## src/rtl/way_gate_pkg.sv

```systemverilog
package way_gate_pkg;
    parameter int WAYS      = 8;
    parameter int RATIO_W   = 6;
    parameter int TIMER_W   = 12;
    parameter int TIMER_DEF = 2000;
    localparam int CNT_W = $clog2(WAYS + 1);
    localparam int IDX_W = (WAYS > 1) ? $clog2(WAYS) : 1;

    typedef enum logic [1:0] {ST_RUN, ST_SHRINK, ST_SLEEP} wg_state_t;

    typedef struct packed {
        logic [CNT_W-1:0]   step;
        logic [RATIO_W-1:0] thresh;
        logic [TIMER_W-1:0] reload;
    } sleep_cfg_t;

    function automatic logic [CNT_W-1:0] sat_sub(input logic [CNT_W-1:0] a,
                                                 input logic [CNT_W-1:0] b);
        return (b >= a) ? '0 : a - b;
    endfunction

    function automatic logic [WAYS-1:0] low_mask(input logic [CNT_W-1:0] n);
        logic [WAYS-1:0] m;
        for (int i = 0; i < WAYS; i++) m[i] = (i < int'(n));
        return m;
    endfunction
endpackage

```

## src/rtl/wg_res_timer.sv

```systemverilog
module wg_res_timer
    import way_gate_pkg::*;
(
    input  logic               clk,
    input  logic               rst,
    input  logic               run,
    input  logic               clear,
    input  logic [TIMER_W-1:0] reload_in,
    output logic               expired
);
    logic [TIMER_W-1:0] cnt_q;
    logic [TIMER_W-1:0] reload_q;

    always_ff @(posedge clk) begin
        if (rst) begin
            cnt_q    <= '0;
            reload_q <= TIMER_W'(TIMER_DEF);
        end else if (clear) begin
            cnt_q    <= '0;
            reload_q <= reload_in;
        end else if (run && (cnt_q < reload_q)) begin
            cnt_q <= cnt_q + 1'b1;
        end
    end

    assign expired = (cnt_q >= reload_q);


    timer_bound_chk: assert property (@(posedge clk) disable iff (rst)
        cnt_q <= reload_q);


    expiry_sticky_chk: assert property (@(posedge clk) disable iff (rst)
        (expired && !clear) |=> expired);
endmodule

```

## src/rtl/wg_ratio_judge.sv

```systemverilog
module wg_ratio_judge
    import way_gate_pkg::*;
(
    input  logic               clk,
    input  logic               rst,
    input  logic               load,
    input  logic [RATIO_W-1:0] ratio,
    input  logic [RATIO_W-1:0] thresh_in,
    output logic               entry_ok,
    output logic               ratio_hi
);
    logic [RATIO_W-1:0] thr_q;

    always_ff @(posedge clk) begin
        if (rst)       thr_q <= '1;
        else if (load) thr_q <= thresh_in;
    end

    assign entry_ok = (ratio == '0) || (ratio < thresh_in);
    assign ratio_hi = (ratio != '0) && (ratio > thr_q);


    zero_ratio_neutral_chk: assert property (@(posedge clk) disable iff (rst)
        (ratio == '0) |-> (entry_ok && !ratio_hi));
endmodule

```

## src/rtl/wg_way_seq.sv

```systemverilog
module wg_way_seq
    import way_gate_pkg::*;
(
    input  logic             clk,
    input  logic             rst,
    input  logic             sleep_req,
    input  logic             keep_full,
    input  logic             wake,
    input  logic             irq,
    input  logic             entry_ok,
    input  logic             ratio_hi,
    input  logic             expired,
    input  logic [CNT_W-1:0] step,
    input  logic [WAYS-1:0]  flush_done,
    output logic             running,
    output logic             entry,
    output logic [WAYS-1:0]  way_en,
    output logic [WAYS-1:0]  flush_req,
    output logic [WAYS-1:0]  inval_req,
    output logic             deep_ok,
    output logic             expand_req
);
    wg_state_t         state_q;
    logic [CNT_W-1:0]  cnt_q;
    logic [CNT_W-1:0]  tgt_q;
    logic [WAYS-1:0]   mask_q;
    logic [WAYS-1:0]   inval_q;
    logic [CNT_W-1:0]  tgt_next;
    logic [IDX_W-1:0]  cur_idx;
    logic              shrink_go;
    logic              past_vld;

    assign running    = (state_q == ST_RUN);
    assign entry      = running && sleep_req;
    assign tgt_next   = sat_sub(cnt_q, step);
    assign shrink_go  = !keep_full && !expired && entry_ok && (tgt_next != cnt_q);
    assign cur_idx    = IDX_W'(cnt_q - CNT_W'(1));
    assign expand_req = (cnt_q != CNT_W'(WAYS)) && (expired || ratio_hi);
    assign deep_ok    = (state_q == ST_SLEEP) && (cnt_q == '0);
    assign way_en     = mask_q;
    assign inval_req  = inval_q;

    always_comb begin
        flush_req = '0;
        if (state_q == ST_SHRINK) flush_req[cur_idx] = 1'b1;
    end

    always_ff @(posedge clk) begin
        if (rst) begin
            state_q <= ST_RUN;
            cnt_q   <= CNT_W'(WAYS);
            tgt_q   <= '0;
            mask_q  <= '1;
            inval_q <= '0;
        end else begin
            inval_q <= '0;
            case (state_q)
                ST_RUN: begin
                    if (sleep_req) begin
                        if (shrink_go) begin
                            tgt_q   <= tgt_next;
                            state_q <= ST_SHRINK;
                        end else begin
                            state_q <= ST_SLEEP;
                        end
                    end else if (irq && expand_req) begin
                        mask_q  <= '1;
                        cnt_q   <= CNT_W'(WAYS);
                        inval_q <= ~mask_q;
                    end
                end
                ST_SHRINK: begin
                    if (flush_done[cur_idx]) begin
                        mask_q[cur_idx] <= 1'b0;
                        cnt_q           <= cnt_q - CNT_W'(1);
                        if ((cnt_q - CNT_W'(1)) == tgt_q) state_q <= ST_SLEEP;
                    end
                end
                ST_SLEEP: begin
                    if (wake) begin
                        state_q <= ST_RUN;
                        if (cnt_q < CNT_W'(2)) begin
                            cnt_q   <= CNT_W'(2);
                            mask_q  <= mask_q | low_mask(CNT_W'(2));
                            inval_q <= low_mask(CNT_W'(2)) & ~mask_q;
                        end
                    end
                end
                default: state_q <= ST_RUN;
            endcase
        end
    end

    always_ff @(posedge clk) begin
        if (rst) past_vld <= 1'b0;
        else     past_vld <= 1'b1;
    end


    flush_onehot_chk: assert property (@(posedge clk) disable iff (rst)
        $onehot0(flush_req));


    mask_contig_chk: assert property (@(posedge clk) disable iff (rst)
        ((way_en + 1'b1) & way_en) == '0);


    drop_needs_done_chk: assert property (@(posedge clk) disable iff (rst)
        (past_vld && (($past(way_en) & ~way_en) != '0)) |->
        (($past(way_en) & ~way_en) == ($past(flush_done) & $past(flush_req))));


    deep_empty_chk: assert property (@(posedge clk) disable iff (rst)
        deep_ok |-> (way_en == '0));


    inval_in_mask_chk: assert property (@(posedge clk) disable iff (rst)
        (inval_req & ~way_en) == '0);
endmodule

```

## src/rtl/way_gate_ctrl.sv

```systemverilog
module way_gate_ctrl
    import way_gate_pkg::*;
(
    input  logic               clk,
    input  logic               rst,
    input  logic               sleep_req,
    input  logic               keep_full,
    input  logic               wake,
    input  logic               irq,
    input  logic [RATIO_W-1:0] clk_ratio,
    input  logic [RATIO_W-1:0] shrink_thresh,
    input  logic [CNT_W-1:0]   shrink_step,
    input  logic [TIMER_W-1:0] timer_reload,
    input  logic [WAYS-1:0]    flush_done,
    output logic [WAYS-1:0]    way_en,
    output logic [WAYS-1:0]    flush_req,
    output logic [WAYS-1:0]    inval_req,
    output logic               deep_ok,
    output logic               expand_req
);
    sleep_cfg_t cfg_in;
    logic       running;
    logic       entry;
    logic       expired;
    logic       entry_ok;
    logic       ratio_hi;

    assign cfg_in = '{step: shrink_step, thresh: shrink_thresh, reload: timer_reload};

    wg_res_timer timer_i (
        .clk       (clk),
        .rst       (rst),
        .run       (running && !entry),
        .clear     (entry),
        .reload_in (cfg_in.reload),
        .expired   (expired)
    );

    wg_ratio_judge ratio_i (
        .clk       (clk),
        .rst       (rst),
        .load      (entry),
        .ratio     (clk_ratio),
        .thresh_in (cfg_in.thresh),
        .entry_ok  (entry_ok),
        .ratio_hi  (ratio_hi)
    );

    wg_way_seq seq_i (
        .clk        (clk),
        .rst        (rst),
        .sleep_req  (sleep_req),
        .keep_full  (keep_full),
        .wake       (wake),
        .irq        (irq),
        .entry_ok   (entry_ok),
        .ratio_hi   (ratio_hi),
        .expired    (expired),
        .step       (cfg_in.step),
        .flush_done (flush_done),
        .running    (running),
        .entry      (entry),
        .way_en     (way_en),
        .flush_req  (flush_req),
        .inval_req  (inval_req),
        .deep_ok    (deep_ok),
        .expand_req (expand_req)
    );
endmodule

```

## config.mk

```make
export PLATFORM = sky130hd
export DESIGN_NAME = way_gate_ctrl
export DESIGN_NICKNAME = d
export VERILOG_FILES = /design/src/rtl/way_gate_pkg.sv /design/src/rtl/wg_res_timer.sv /design/src/rtl/wg_ratio_judge.sv /design/src/rtl/wg_way_seq.sv /design/src/rtl/way_gate_ctrl.sv
export SDC_FILE = /design/constraint.sdc
export NUM_CORES = 1
export LEC_CHECK = 0
export ABC_AREA = 0
export ABC_CLOCK_PERIOD_IN_PS = 2500
export CORE_UTILIZATION = 55
export CTS_BUF_LIST = sky130_fd_sc_hd__clkbuf_4 sky130_fd_sc_hd__clkbuf_8
export DETAILED_ROUTE_END_ITERATION = 12
export DONT_BUFFER_PORTS = 1
export GPL_ROUTABILITY_DRIVEN = 0
export PLACE_DENSITY = 0.7
export REMOVE_ABC_BUFFERS = 1
export SETUP_SLACK_MARGIN = 0.02
export SLEW_MARGIN = 5
export SYNTH_ARGS = -nofsm -noshare
export SYNTH_HDL_FRONTEND = slang
export SYNTH_SLANG_ARGS = --single-unit
```

## constraint.sdc

```tcl
create_clock -name clk -period 2.5 [get_ports clk]
set_input_delay 0.125 -clock clk [delete_from_list [all_inputs] [get_ports clk]]
set_output_delay 0.125 -clock clk [all_outputs]
set_load 0.03 [all_outputs]
```

==> impl_metrics.toml <==
[logic_synthesis]
ys_seq_elements = 56
synth_area_leader_cell = "dfxtp_1"
synth.area.top_cells = "dfxtp_1 32%, ha_1 12%, nand2_1 6.6%"
post-synth-top-count-cell = "nand2_1"
syn_area_per_cell_um2 = 8.14
synth_top_area_frac = 0.321
synth_ff_type = "dfxtp_1"
syn_area_um2 = 3490
yosys_warnings = 0
async_flop_share = 0
synthDistinctLibCells = 57
synth_edf_count = 0
synth_common_cells = "61 x nand2_1, 56 x dfxtp_1, 44 x inv_1, 34 x ha_1, 25 x nor2_1"
ys_seq_area_frac = 0.321
syn_inst = 429

[drt]
num_vias = 3220
first_iter_violations = 87
via_per_inst = 5.84
first_pass_iters = 4
ant_nets = 0
detail_route.wirelength_um = 8450
wire_per_inst_um = 15.3
drcViolationCount = 0

[setup_path]
reg2reg_from = "seq_i.cnt_q[0]"
path_max_fanout = 6
crit_buf_inv = 1
worst-setup-path-type = "reg2reg"
worstPathCellList = "clkinv_4, ha_4, xor2_4, mux4_2, and4b_4, nor4_4, nand3_1, a221o_1"
crit_path_start = "seq_i.cnt_q[0]"
cp_slowest_cell = "mux4_2"
max_stage_delay_ps = 510
crit_path_end_kind = "flip-flop"
critical_path.top_delay_family = "simple AND/OR/NAND/NOR gates"
cp.required_ps = 2720
cp.arrival_ps = 2700
start_kind = "flip-flop"

[run_status]
failed_checks = "negative hold slack"
outcome = "complete, but fails checks"

[pwr]
leakagePower_uw = 0.00189
p_total_uw = 3020
power_density_nw_per_um2 = 731
ir_drop_mv = 0.444

[sta]
tightest_slew_ps = 501
relSlewSlack = 0.662
tns_ps = 0
max_freq_mhz = 404
worst_clock_skew_ps = 9.91
fin_crit_sh = 0.990
period_needed_ps = 2480
slew_violations = 0
rsz0062_at_grt = "true"
hold_viol_final = 6
finalSetupViolations = 0
timing.hold.ws_ps = -121

[final_layout]
layout.area.seq_um2 = 1120
fin_area_um2 = 4130
drive_above_1_share = 0.160
stdcell_count = 551
layout.nets = 552
diodes = 0
syn2layout_area_growth_pct = 18.1
multi_input_area_um2 = 2170
fillers = 517

[clock_tree]
numCtsBuffers = 5
clockRootBuffer = "clkbuf_8"
cts_num_sinks = 56
cts_max_path_buffers = 2
clkTransAtPathRegs_ps = 110
insertion_delay_ps = 320
postCtsHoldBufs = 14
htree_levels = 2
cts_tree = "done"

[die]
row_count = 28
die_area_um2 = 6670
die_h_um = 81.7
die_w_um = 81.7
io_pins = 68
core_um2 = 6030
start_util = 0.580

[min_path]
hp-start = "rst"
hold_path.class = "in2reg"

[placed_design]
placed_area_um2 = 3770
dp.cells = 522
port_buffers = 0
hpwl_um = 6270

[grt]
grt_overflow_total = 0
use_met1 = 0.301
grt_pass1_wl_um = 13500
top_usage_layer = "met2"
grt_max_degree = 24
grt_pass1_vias = 3155
grt.met2_usage = 0.481
antenna_found_initial = 0
grt_util_met3 = 0.0544
track_usage = 0.262

[flow_run]
drv_cap = 0
area by class of cell:
type	instances	share of cell area
clock buffer	5	0.0167
timing repair buffer	58	0.114
sequential	56	0.272
tap	75	0.0227
multi-input combinational	309	0.525
clock inverter	3	0.00637
inverter	45	0.0428
stage by stage:
stage,setup slack [ps],util
2_1_floorplan,-575,-
3_3_place_gp,-146,0.626
3_5_place_dp,-186,0.626
4_1_cts,14.1,0.669
5_1_grt,-94.3,0.685
6_report,24.4,0.685
worst paths after layout:
check	to	slack, ps	depth (start not counted)
setup / recovery	seq_i.way_en[0]	20	8
hold / removal	seq_i.inval_req[0]	-120	1
setup reg to reg	seq_i.way_en[0]	20	8
hold reg to reg	ratio_i.thr_q[0]	490	2
sequential cells by signal, summed over array words and instances, names as in the netlist:
name,cells
seq_i.state_q,2
timer_i.reload_q,12
ratio_i.thr_q,6
seq_i.tgt_q,4
seq_i.cnt_q,4
seq_i.inval_req,8
timer_i.cnt_q,12
seq_i.way_en,8
timing repair:
action                                 in CTS  in global routing
pin swaps                                   1                 10
setup buffers                               1                  6
setup endpoints to repair                  16                 25
endpoints found under the hold margin      20                  6
gates resized for setup                     6                 14
layer usage:
layer | wire length (µm) | vias up | share of wire
met5 | 0 | - | 0
met4 | 102 | 0 | 0.012
met1 | 3780 | 1530 | 0.45
met2 | 4140 | 79 | 0.49
li1 | - | 1600 | -
met3 | 424 | 11 | 0.050
logic make-up (layout without fill, tap and decap cells):
group	count (synthesis)	after routing	synth area share
flip-flops	56	56	0.321
AO/OA/AOI/OAI	93	93	0.181
multiplexers	8	8	0.0272
XOR/XNOR	16	16	0.0455
adder cells (fa/ha/maj)	35	35	0.128
buffers and inverters	64	111	0.0749
AND/OR/NAND/NOR	157	157	0.223
placed cells by master, fill, tap and decap left out, drive strengths merged, types with 2 or more instances in the layout:
| cell type | instances |
|---|---|
| dfxtp | 56 |
| o311ai | 3 |
| clkinv | 3 |
| a31oi | 4 |
| nor2 | 25 |
| a211o | 2 |
| a41o | 2 |
| nand2 | 61 |
| nor3 | 11 |
| a211oi | 5 |
| o31ai | 4 |
| xnor2 | 9 |
| a21oi | 24 |
| a31o | 2 |
| ha | 34 |
| inv | 45 |
| or4 | 2 |
| xor2 | 7 |
| o21ai | 14 |
| o2111ai | 5 |
| nor2b | 3 |
| o221ai | 2 |
| nand4 | 7 |
| mux2 | 2 |
| nand3 | 15 |
| dlygate4sd3 | 14 |
| nor4 | 3 |
| clkbuf | 5 |
| buf | 44 |
| and4 | 2 |
| nand2b | 6 |
| nand3b | 2 |
| mux2i | 5 |
| and3 | 6 |
| or3 | 8 |
| a21o | 3 |
| o211ai | 14 |
power breakdown:
group / internal, µW / leakage (µW) / switching, µW
Clock: 205 / 0.0000487 / 319
Sequential: 1010 / 0.000457 / 107
Combinational: 598 / 0.00138 / 783
No activity file was read; power rests on OpenSTA's default activity.
